`config.mk`:
```
export PLATFORM = sky130hd
export DESIGN_NAME = bus_share_arbiter
export DESIGN_NICKNAME = d
export VERILOG_FILES = /design/src/rtl/arb_pkg.sv /design/src/rtl/arb_strobe_edge.sv /design/src/rtl/arb_access_counter.sv /design/src/rtl/arb_window_fsm.sv /design/src/rtl/bus_share_arbiter.sv
export SDC_FILE = /design/constraint.sdc
export NUM_CORES = 1
export LEC_CHECK = 0
export ABC_AREA = 1
export ABC_CLOCK_PERIOD_IN_PS = 3370
export CAP_MARGIN = 20
export CORE_MARGIN = 1.5
export CORE_UTILIZATION = 60
export CTS_CLUSTER_DIAMETER = 150
export CTS_CLUSTER_SIZE = 25
export DETAILED_ROUTE_END_ITERATION = 16
export PLACE_DENSITY_LB_ADDON = 0.08
export SYNTH_ARGS = -nofsm -noshare
export SYNTH_HDL_FRONTEND = slang
export SYNTH_SLANG_ARGS = --single-unit
```
`constraint.sdc`:
```
create_clock -name clk -period 3.37 [get_ports clk]
set_input_delay 1.011 -clock clk [delete_from_list [all_inputs] [get_ports clk]]
set_output_delay 1.011 -clock clk [all_outputs]
set_load 0.01 [all_outputs]
```
`src/rtl/arb_pkg.sv`:
```
package arb_pkg;

  typedef enum logic [2:0] {
    ST_IDLE = 3'd0,
    ST_REQ  = 3'd1,
    ST_OWN  = 3'd2,
    ST_REL  = 3'd3,
    ST_CPU  = 3'd4
  } arb_state_t;

  typedef enum logic [2:0] {
    CNT_HOLD  = 3'd0,
    CNT_CLEAR = 3'd1,
    CNT_ACQ   = 3'd2,
    CNT_STEP  = 3'd3,
    CNT_CLOSE = 3'd4
  } cnt_op_t;

  // Counter width able to hold the larger of the two windows.
  function automatic int unsigned cnt_bits(input int unsigned eng_w,
                                           input int unsigned cpu_w);
    int unsigned m;
    m = (eng_w > cpu_w) ? eng_w : cpu_w;
    return $clog2(m + 1);
  endfunction

  // The access being counted now, plus the release that follows it,
  // fills the engine window.
  function automatic bit eng_last(input int unsigned cnt,
                                  input int unsigned eng_w);
    return (cnt + 2) == eng_w;
  endfunction

  // The strobe being counted now fills the CPU window.
  function automatic bit cpu_last(input int unsigned cnt,
                                  input int unsigned cpu_w);
    return (cnt + 1) == cpu_w;
  endfunction

endpackage

```
`src/rtl/arb_strobe_edge.sv`:
```
module arb_strobe_edge (
  input  logic clk,
  input  logic rst_n,
  input  logic clk_en,
  input  logic as_n,
  output logic as_fall
);
  logic as_prev;

  always_ff @(posedge clk or negedge rst_n) begin
    if (!rst_n)      as_prev <= 1'b1;
    else if (clk_en) as_prev <= as_n;
  end

  assign as_fall = clk_en & as_prev & ~as_n;
endmodule

```
`src/rtl/arb_access_counter.sv`:
```
module arb_access_counter #(
  parameter int unsigned CW = 7
) (
  input  logic            clk,
  input  logic            rst_n,
  input  arb_pkg::cnt_op_t op,
  output logic [CW-1:0]   cnt
);
  import arb_pkg::*;

  always_ff @(posedge clk or negedge rst_n) begin
    if (!rst_n) cnt <= '0;
    else begin
      unique case (op)
        CNT_CLEAR: cnt <= '0;
        CNT_ACQ:   cnt <= CW'(1);
        CNT_STEP:  cnt <= cnt + CW'(1);
        CNT_CLOSE: cnt <= cnt + CW'(2);
        default:   cnt <= cnt;
      endcase
    end
  end
endmodule

```
`src/rtl/arb_window_fsm.sv`:
```
module arb_window_fsm #(
  parameter int unsigned ENG_WINDOW = 65,
  parameter int unsigned CPU_WINDOW = 64,
  parameter int unsigned CW         = 7
) (
  input  logic                clk,
  input  logic                rst_n,
  input  logic                clk_en,
  input  logic                xfer_req,
  input  logic                xfer_done,
  input  logic                bus_grant,
  input  logic                eng_access,
  input  logic                as_fall,
  input  logic [CW-1:0]       cnt,
  output arb_pkg::arb_state_t st,
  output arb_pkg::cnt_op_t    op
);
  import arb_pkg::*;

  arb_state_t st_d;
  logic       fin_q, fin_d;
  logic       hit_eng, hit_cpu;

  assign hit_eng = eng_last(32'(cnt), ENG_WINDOW);
  assign hit_cpu = cpu_last(32'(cnt), CPU_WINDOW);

  always_ff @(posedge clk or negedge rst_n) begin
    if (!rst_n) begin
      st    <= ST_IDLE;
      fin_q <= 1'b0;
    end else begin
      st    <= st_d;
      fin_q <= fin_d;
    end
  end

  always_comb begin
    st_d  = st;
    fin_d = fin_q;
    op    = CNT_HOLD;
    if (clk_en) begin
      unique case (st)
        ST_IDLE: if (xfer_req) st_d = ST_REQ;
        ST_REQ: begin
          if (xfer_done) begin
            st_d = ST_IDLE;
            op   = CNT_CLEAR;
          end else if (bus_grant) begin
            st_d = ST_OWN;
            op   = CNT_ACQ;
          end
        end
        ST_OWN: begin
          if (xfer_done) begin
            st_d  = ST_REL;
            fin_d = 1'b1;
            op    = CNT_CLEAR;
          end else if (eng_access) begin
            if (hit_eng) begin
              st_d = ST_REL;
              op   = CNT_CLOSE;
            end else begin
              op = CNT_STEP;
            end
          end
        end
        ST_REL: begin
          if (!bus_grant) begin
            st_d  = fin_q ? ST_IDLE : ST_CPU;
            fin_d = 1'b0;
            op    = CNT_CLEAR;
          end
        end
        ST_CPU: begin
          if (xfer_done) begin
            st_d = ST_IDLE;
            op   = CNT_CLEAR;
          end else if (as_fall) begin
            if (hit_cpu) begin
              st_d = ST_REQ;
              op   = CNT_CLEAR;
            end else begin
              op = CNT_STEP;
            end
          end
        end
        default: st_d = ST_IDLE;
      endcase
    end
  end
endmodule

```
`src/rtl/bus_share_arbiter.sv`:
```
module bus_share_arbiter #(
  parameter int unsigned ENG_WINDOW = 65,
  parameter int unsigned CPU_WINDOW = 64
) (
  input  logic clk,
  input  logic rst_n,
  input  logic clk_en,
  input  logic xfer_req,
  input  logic xfer_done,
  input  logic eng_access,
  input  logic as_n,
  input  logic bus_grant,
  output logic bus_req,
  output logic eng_run
);
  import arb_pkg::*;

  localparam int unsigned CW = cnt_bits(ENG_WINDOW, CPU_WINDOW);

  // Named internal events, also observed by the bound checker.
  logic          as_fall;
  logic [CW-1:0] cnt_q;
  arb_state_t    st_q;
  cnt_op_t       cnt_op;

  arb_strobe_edge u_edge (
    .clk     (clk),
    .rst_n   (rst_n),
    .clk_en  (clk_en),
    .as_n    (as_n),
    .as_fall (as_fall)
  );

  arb_access_counter #(.CW(CW)) u_cnt (
    .clk   (clk),
    .rst_n (rst_n),
    .op    (cnt_op),
    .cnt   (cnt_q)
  );

  arb_window_fsm #(
    .ENG_WINDOW (ENG_WINDOW),
    .CPU_WINDOW (CPU_WINDOW),
    .CW         (CW)
  ) u_fsm (
    .clk        (clk),
    .rst_n      (rst_n),
    .clk_en     (clk_en),
    .xfer_req   (xfer_req),
    .xfer_done  (xfer_done),
    .bus_grant  (bus_grant),
    .eng_access (eng_access),
    .as_fall    (as_fall),
    .cnt        (cnt_q),
    .st         (st_q),
    .op         (cnt_op)
  );

  assign bus_req = (st_q == ST_REQ) || (st_q == ST_OWN);
  assign eng_run = (st_q == ST_OWN);
endmodule

```
== Yosys cells after proc, flatten, opt, wreduce, memory -nomap -nowiden ==
Index checks and enable logic that the tools add are counted.
Word-level totals
  bits in registers: 12
  input port bits: 8
  output and inout bits: 2
Cells by class
  add/sub/neg operators: 4
  equality and inequality tests: 18
  muxes and demuxes: 27
  bitwise operators: 3
  reductions and logical operators: 6
Operator list (number)
  $eq 32x7->1 const B: 2
  $mux 3: 18
  $pmux 7 s4: 1
  $pmux 3 s5: 1
  $eq 3x2->1 const B: 4
  $pmux 3 s4: 1
  $ne 3x3->1 const B: 3
  $add 7x1->8 const B: 1
  $add 7x2->8 const B: 1
  $reduce_and 8->1: 1
  $add 7x1->7 const B: 1
  $add 7x2->7 const B: 1
  $eq 3x1->1 const B: 2
  $eq 3x3->1 const B: 2
  $ne 2x2->1 const B: 3
  $ne 3x2->1 const B: 2
  $mux 2: 2
  $reduce_and 4->1: 1
  $reduce_bool 4->1: 1
  $logic_not 3->1: 1
  $mux 1: 3
  $and 1x1->1: 2
  $pmux 1 s2: 1
  $reduce_bool 2->1: 1
  other kinds (2): 2

== Longest topological paths before layout ==
Gate-level depths: netlist (run 1).
  depth after elaboration: 9
  gate-level depth with buffers: 14
  gate-level depth less buffers: 14

== By module ==
Synthesis (run 1) repeated with hierarchy kept, for this count alone.
Unflattened totals
  cell total of the unflattened synthesis: 191
  area total of the unflattened synthesis: 1166.1 um^2
By module, submodules not included
  arb_window_fsm: instances 1, cells each 93, area each 546.8 um^2
  arb_access_counter: instances 1, cells each 84, area each 541.8 um^2
  arb_strobe_edge: instances 1, cells each 7, area each 48.8 um^2
  bus_share_arbiter: instances 1, cells each 7, area each 28.8 um^2

== Worst setup path after synthesis (run 1) ==
OpenSTA, ideal clock, no wires.
  path kind: input to register
  start point: in clk_en
  end point: reg u_cnt.cnt[3]
  arrival time: 2.033 ns
  path slack: 1.254 ns
  stages: 10
  path buffers: 1
  cell sequence: buf_4 -> inv_1 -> nor2_1 -> nand2_1 -> a21oi_1 -> nor3_2 -> nand2_4 -> a21oi_4 -> nand3_1 -> o21ai_0
Between the ends
  longest elaborated chain between the ends: 8
  elaborated cells between the ends (all ways): 12
  classes of those cells: 4 x eq/ne; 5 x mux; 2 x bitwise; 1 x reduce/logical
Ends and longest elaborated chain
  from (decl): line bus_share_arbiter.sv:7  | input logic clk_en,
  $and 1x1->1 (2 in series): line arb_strobe_edge.sv:15  | assign as_fall = clk_en & as_prev & ~as_n;
  $mux 3: line arb_window_fsm.sv:78  | end else if (as_fall) begin
  $mux 3: line arb_window_fsm.sv:75  | if (xfer_done) begin
  $pmux 3 s4: line arb_window_fsm.sv:42  | unique case (st)
  $mux 3 (*): line arb_window_fsm.sv:41  | if (clk_en) begin
  $eq 3x3->1, or another cell as far along: line arb_access_counter.sv:14  | unique case (op)
  $pmux 7 s4 / $reduce_bool 4->1 (equally long branches)
  to (signal assigned): line arb_access_counter.sv:17  | CNT_STEP: cnt <= cnt + CW'(1);
  to (signal assigned): line arb_access_counter.sv:18  | CNT_CLOSE: cnt <= cnt + CW'(2);
  to (signal assigned): line arb_access_counter.sv:19  | default: cnt <= cnt;
  to (decl): line arb_access_counter.sv:7  | output logic [CW-1:0] cnt
Every way passes the cells marked *; elsewhere a longest branch is shown, timed or not.
A chain may end at the register's enable or synchronous reset.

== Worst setup path in the final report (run 1) ==
  start point: reg u_fsm.st[2]
  end point: out eng_run
Between the ends
  longest elaborated chain between the ends: 1
Ends and longest elaborated chain
  from (decl): line arb_window_fsm.sv:15  | output arb_pkg::arb_state_t st,
  from (signal assigned): line arb_window_fsm.sv:32  | st <= st_d;
  $eq 3x2->1: line bus_share_arbiter.sv:60  | assign eng_run = (st_q == ST_OWN);
  to (decl): line bus_share_arbiter.sv:14  | output logic eng_run
No other way between the ends.

==> results.toml, run 1 <==
[outcome]
status = "finished clean"

[critical_path]
setup.worst_path.end_class = "primary output"
worstPathArrival_ns = 1.66
r2r_slack_ns = 1.28
crit_fanout = 5
path_class = "flip-flop to primary output"
cp-start-kind = "flip-flop"
worstPathRequired_ns = 2.36

[timing]
drv_slew = 0
worstMarginPinSlew_ns = 0.539
finalClockSkew_ns = 0.00569
max_freq_mhz = 374
hold_viol_final = 0
finalSetupViolCount = 0
finalCriticalPeriod_ns = 2.68
rsz0062_at_grt = "no"
worst_slack_ns = 0.695
tns_ns = 0
timing.slew.headroom_pct = 63.9
period_share_pct = 79.4

[global_route]
grt_pass1_wl_um = 4170
first_global_vias = 913
track_usage_pct = 28.9
antenna_found_initial = 0
grt_max_degree = 13
grt_overflow = 0

[drt]
wirelength_um = 2440
drtIter0Drc = 76
wl_per_cell_um = 12.6
drt_pass1_iterations = 6
drc = 0
viasPerCell = 5.85
ant_nets = 0
routed-via-count = 1130

[power_and_ir_drop]
swShare_pct = 44.2
power_leakage_nw = 0.583
p_int_uw = 366
irDropWorstVdd_v = 0.000379
p_switching_uw = 290
pwr-share-comb_pct = 48.7
p_seq_share_pct = 34.2
power.share.clock_pct = 17.0
power_density_nw_per_um2 = 549

[cells_and_area]
area_growth_pct = 13.2
drive_above_1_share_pct = 14.7
final_common_cell = "nand2_1"
fin_area_um2 = 1190
diodes = 0
final_cell_mix = "nand2_1 (45), nor2_1 (23), nand3_1 (19)"
fillers = 129
register_area_um2 = 302
nets = 188
utilization_pct = 75.8
multi_input_area_um2 = 653

[placed_design]
portBuffers = 9
placed_area_um2 = 1160
routabilityCongestion = 0.931
dpl_worst_slack_ns = 0.783
place_hpwl_um = 1940

[floorplanning]
die-height_um = 45.0
rows = 14
ioPinCount = 10
die_x_um = 45.0
start_util_pct = 67.0
core-area_um2 = 1580
die-area_um2 = 2020

[clock_tree]
cts_num_sinks = 12
tritoncts = "built"
clk_pin_slew_ns = 0.07
clock_path_buffers = 2
htreeDepth = 1
cts_buffers = 3
cts_hold_buf = 0
ctsResizeCount = 0
root_buffer = "clkbuf_4"
clk_latency_ns = 0.27
post_cts_buffers = 0

[synthesis]
yosys_warnings = 0
ys_types = 26
synthCells = 165
ys_ff_latch = 12
syn_nets = 175
yosysTopAreaCell = "dfrtp_1"
syn_avg_cell_area_um2 = 6.40
syn_area_um2 = 1060
ys_seq_area_share_pct = 28.6
netlist_top_cells_area = "dfrtp_1 (26%), nand2_1 (16%), nand3_1 (9.0%)"
synth_top_area_share_pct = 26.1

[job]
cap_violations = 0

[hold_path]
min_path_type = "flip-flop to flip-flop"
cell usage after synthesis:
cell type	count
dfstp_2	1
a21oi_4	1
nor2_1	23
nand2_1	45
a31oi_1	2
nor3_1	1
a21oi_1	4
ha_1	2
nand4_1	5
inv_1	18
inv_2	4
nand3b_1	1
dfrtp_1	11
nor2_2	2
buf_4	2
nand3_2	3
o22ai_1	2
clkinv_1	1
nand3_1	19
nand2_4	3
a21boi_2	1
o21ai_1	5
or2_2	1
nor3_2	2
nand2_2	3
o21ai_0	3
per-stage QoR:
step | hold slack [ns] | total power [mW] | cells
floorplan | 0.481 | 0.443 | 165
global placement | 0.493 | 0.531 | 189
detailed placement | 0.500 | 0.540 | 189
CTS | 0.512 | 0.654 | 193
global route | 0.581 | 0.708 | 193
finish | 0.506 | 0.656 | 193
state kept, by name (all words and copies together), names as in the netlist:
signal,count
u_cnt.cnt,7
u_fsm.st,3
u_edge.as_prev,1
u_fsm.fin_q,1
final timing paths:
| kind | from | to | cells after the start |
|---|---|---|---|
| max | u_fsm.st[2] | eng_run | 4 |
| min | u_edge.as_prev | u_edge.as_prev | 2 |
| max reg2reg | u_cnt.cnt[1] | u_cnt.cnt[6] | 12 |
| min reg2reg | u_edge.as_prev | u_edge.as_prev | 2 |
| max in group asynchronous | rst_n | u_edge.as_prev | 1 |
| min in group asynchronous | rst_n | u_cnt.cnt[2] | 1 |
critical path: stages, from the launching register on:
cell	delay, ns
dfrtp_1	0.44
nor2_2	0.19
nand2_1	0.14
inv_1	0.10
clkdlybuf4s50_1	0.53
cells by family (layout without fill, tap and decap cells):
| family | Yosys count | in the layout | share of synthesized area, % |
|---|---|---|---|
| buffers and inverters | 25 | 37 | 9.60 |
| AOI/OAI and AO/OA | 18 | 18 | 10.7 |
| and+or+nand+nor | 108 | 108 | 48.8 |
| DFF | 12 | 12 | 28.6 |
| adders and majority gates | 2 | 2 | 2.37 |
routing by layer:
metal	part of all wire [%]	up-vias	track usage, %	wire, um
met4	1.2	0	8.24	29
met3	9.9	6	9.60	241
li1	-	563	-	-
met1	45	499	43.7	1100
met2	44	62	38.9	1070
met5	0	-	0	0
layout make-up:
type	instances	area share [%]
Multi-Input combinational cell	128	54.7
Sequential cell	12	25.2
Timing Repair Buffer	10	8.17
Inverter	23	7.23
Clock buffer	4	3.04
Tap cell	16	1.68
power groups by stage:
stage	Clock, mW	Combinational (mW)	Sequential [mW]
floorplan	0	0.231	0.212
global placement	0	0.307	0.224
detailed placement	0	0.314	0.226
CTS	0.116	0.315	0.223
global route	0.123	0.357	0.228
finish	0.112	0.320	0.225
Note: power is estimated with default switching activity, not from simulation.
==> run 2, diff against run 1 <==
--- a/config.mk
+++ b/config.mk
@@ -6,10 +6,10 @@
 export NUM_CORES = 1
 export LEC_CHECK = 0
 export ABC_AREA = 1
-export ABC_CLOCK_PERIOD_IN_PS = 3370
+export ABC_CLOCK_PERIOD_IN_PS = 2530
 export CAP_MARGIN = 20
 export CORE_MARGIN = 1.5
-export CORE_UTILIZATION = 60
+export CORE_UTILIZATION = 56
 export CTS_CLUSTER_DIAMETER = 150
 export CTS_CLUSTER_SIZE = 25
 export DETAILED_ROUTE_END_ITERATION = 16
==> constraint.sdc (replaced) <==
create_clock -name clk -period 2.53 [get_ports clk]
set_input_delay 0.759 -clock clk [delete_from_list [all_inputs] [get_ports clk]]
set_output_delay 0.759 -clock clk [all_outputs]
set_load 0.01 [all_outputs]
==> run 2 against run 1 <==
- sequential share of layout area is essentially flat
- largest cell class unchanged
- highest routed layer unchanged
- clock skew is 0.0047 ns higher
- sequential power grew 33%
- count of clock-buffer cells in the layout is the same
==> results.toml, run 2 (synthesis gave the netlist of run 1 again) <==
[outcome]
status = "finished clean"

[hold_path]
min_path_type = "flip-flop to flip-flop"
min_from = "u_edge.as_prev"
whs_endpoint = "u_edge.as_prev"
holdPathStages = 2

[critical_path]
cp_slowest_cell = "clkdlybuf4s50_1"
max_stage_delay_ns = 0.53
crit_fanout = 5
r2r-start = "u_cnt.cnt[1]"
startpoint = "u_fsm.st[2]"
cp-start-kind = "flip-flop"
worstPathRequired_ns = 1.77
r2r_slack_ns = 0.51
worstPathArrival_ns = 1.62
path_class = "flip-flop to primary output"
cp_cell_sequence = "nor2_2, nand2_1, inv_1, clkdlybuf4s50_1"
crit-reg2reg-capture = "u_fsm.st[0]"
critPathTopFamily = "buffers and inverters"
cp.depth = 4
setup.worst_path.end_class = "primary output"
reg2reg_depth = 10
cp.buffers_inverters = 2

[power_and_ir_drop]
power_leakage_nw = 0.576
power_density_nw_per_um2 = 703
irDropWorstVdd_v = 0.000481

[floorplanning]
rows = 15
die-height_um = 46.4
die-area_um2 = 2160
ioPinCount = 10
start_util_pct = 60.5
core-area_um2 = 1750
die_x_um = 46.4

[drt]
viasPerCell = 5.29
routed-via-count = 1068
drt_pass1_iterations = 5
wl_per_cell_um = 11.5
wirelength_um = 2320
drtIter0Drc = 30
ant_nets = 0
drc = 0

[cells_and_area]
largest_register = "u_cnt.cnt"
fin_cells = 202
largest_reg_flops = 7
area_growth_pct = 13.3
nets = 188
drive_above_1_share_pct = 14.1
final_cell_mix = "nand2_1 (45), nor2_1 (23), nand3_1 (19)"
diodes = 0
top_regs = "u_cnt.cnt: 7 flops, u_fsm.st: 3 flops"
final_common_cell = "nand2_1"

[clock_tree]
cts_num_sinks = 12
cts_hold_buf = 0
ctsResizeCount = 0
post_cts_buffers = 0
clk_latency_ns = 0.27
htreeDepth = 1
cts_buffers = 3
clk_pin_slew_ns = 0.06
tritoncts = "built"
root_buffer = "clkbuf_4"
clock_path_buffers = 2

[global_route]
grt_overflow = 0
grt_pass1_wl_um = 3730
track_usage_pct = 24.2
first_global_vias = 890
grt_max_degree = 13
antenna_found_initial = 0

[placed_design]
dpl.cell_count = 198
place_hpwl_um = 1900
portBuffers = 9
routabilityCongestion = 0.920

[timing]
period_share_pct = 94.1
finalClockSkew_ns = 0.0104
fin_hold_ws_ns = 0.503
max_freq_mhz = 420
hold_viol_final = 0
timing.slew.headroom_pct = 66.1
tns_ns = 0
finalSetupViolCount = 0
rsz0062_at_grt = "no"
worstMarginPinSlew_ns = 0.508
drv_slew = 0
finalCriticalPeriod_ns = 2.38

[job]
cap_violations = 0
-- run 2: tightest hold or removal path: stages, from the launching register on --
cell and delay (ns):
dfstp_2 0.37, nor2_1 0.09, nor2_1 0.05
-- run 2: power breakdown --
group	internal [mW]	switching, mW
sequential	0.237	0.0630
clock	0.0609	0.0567
combinational	0.163	0.260
-- run 2: final cells by class --
type / instances / area, um^2
Multi-Input combinational cell: 128 / 653
Fill cell: 166 / 549
Sequential cell: 12 / 302
Timing Repair Buffer: 10 / 97.6
Inverter: 23 / 86.3
Tap cell: 25 / 31.3
Clock buffer: 4 / 26.3
-- run 2: worst max-delay path by stage --
stage | slack [ns] | to
after floorplan | 0.67 | u_cnt.cnt[3]
after global placement | 0.26 | u_cnt.cnt[3]
after detailed placement | 0.23 | u_cnt.cnt[4]
after CTS | 0.14 | eng_run
after global routing | 0.07 | eng_run
final | 0.15 | eng_run
-- run 2: routing by layer --
layer | GRT usage [%] | share of wire, % | up-vias
met1 | 36.3 | 50 | 471
met5 | 0 | 0 | -
met2 | 36.9 | 44 | 29
met4 | 6.29 | 0.69 | 0
met3 | 2.35 | 5.2 | 4
li1 | - | - | 564
-- run 2: metrics by stage --
stage | setup WS [ns] | cell area (um^2) | power [mW] | utilization, %
6_report | 0.149 | 1200 | 0.841 | 68.5
5_1_grt | 0.0699 | 1200 | 0.899 | 68.5
4_1_cts | 0.141 | 1200 | 0.841 | 68.5
3_5_place_dp | 0.229 | 1170 | 0.721 | 67.0
3_3_place_gp | 0.263 | 1170 | 0.707 | 67.0
2_1_floorplan | 0.666 | 1060 | 0.590 | -
==> run 3, diff against run 2 <==
--- a/config.mk
+++ b/config.mk
@@ -7,7 +7,6 @@
 export LEC_CHECK = 0
 export ABC_AREA = 1
 export ABC_CLOCK_PERIOD_IN_PS = 2530
-export CAP_MARGIN = 20
 export CORE_MARGIN = 1.5
 export CORE_UTILIZATION = 56
 export CTS_CLUSTER_DIAMETER = 150
@@ -17,3 +16,4 @@
 export SYNTH_ARGS = -nofsm -noshare
 export SYNTH_HDL_FRONTEND = slang
 export SYNTH_SLANG_ARGS = --single-unit
+export TNS_END_PERCENT = 10
==> results of run 3 <==
Same layout as run 2: the final DEF is identical, and so are final timing and power.
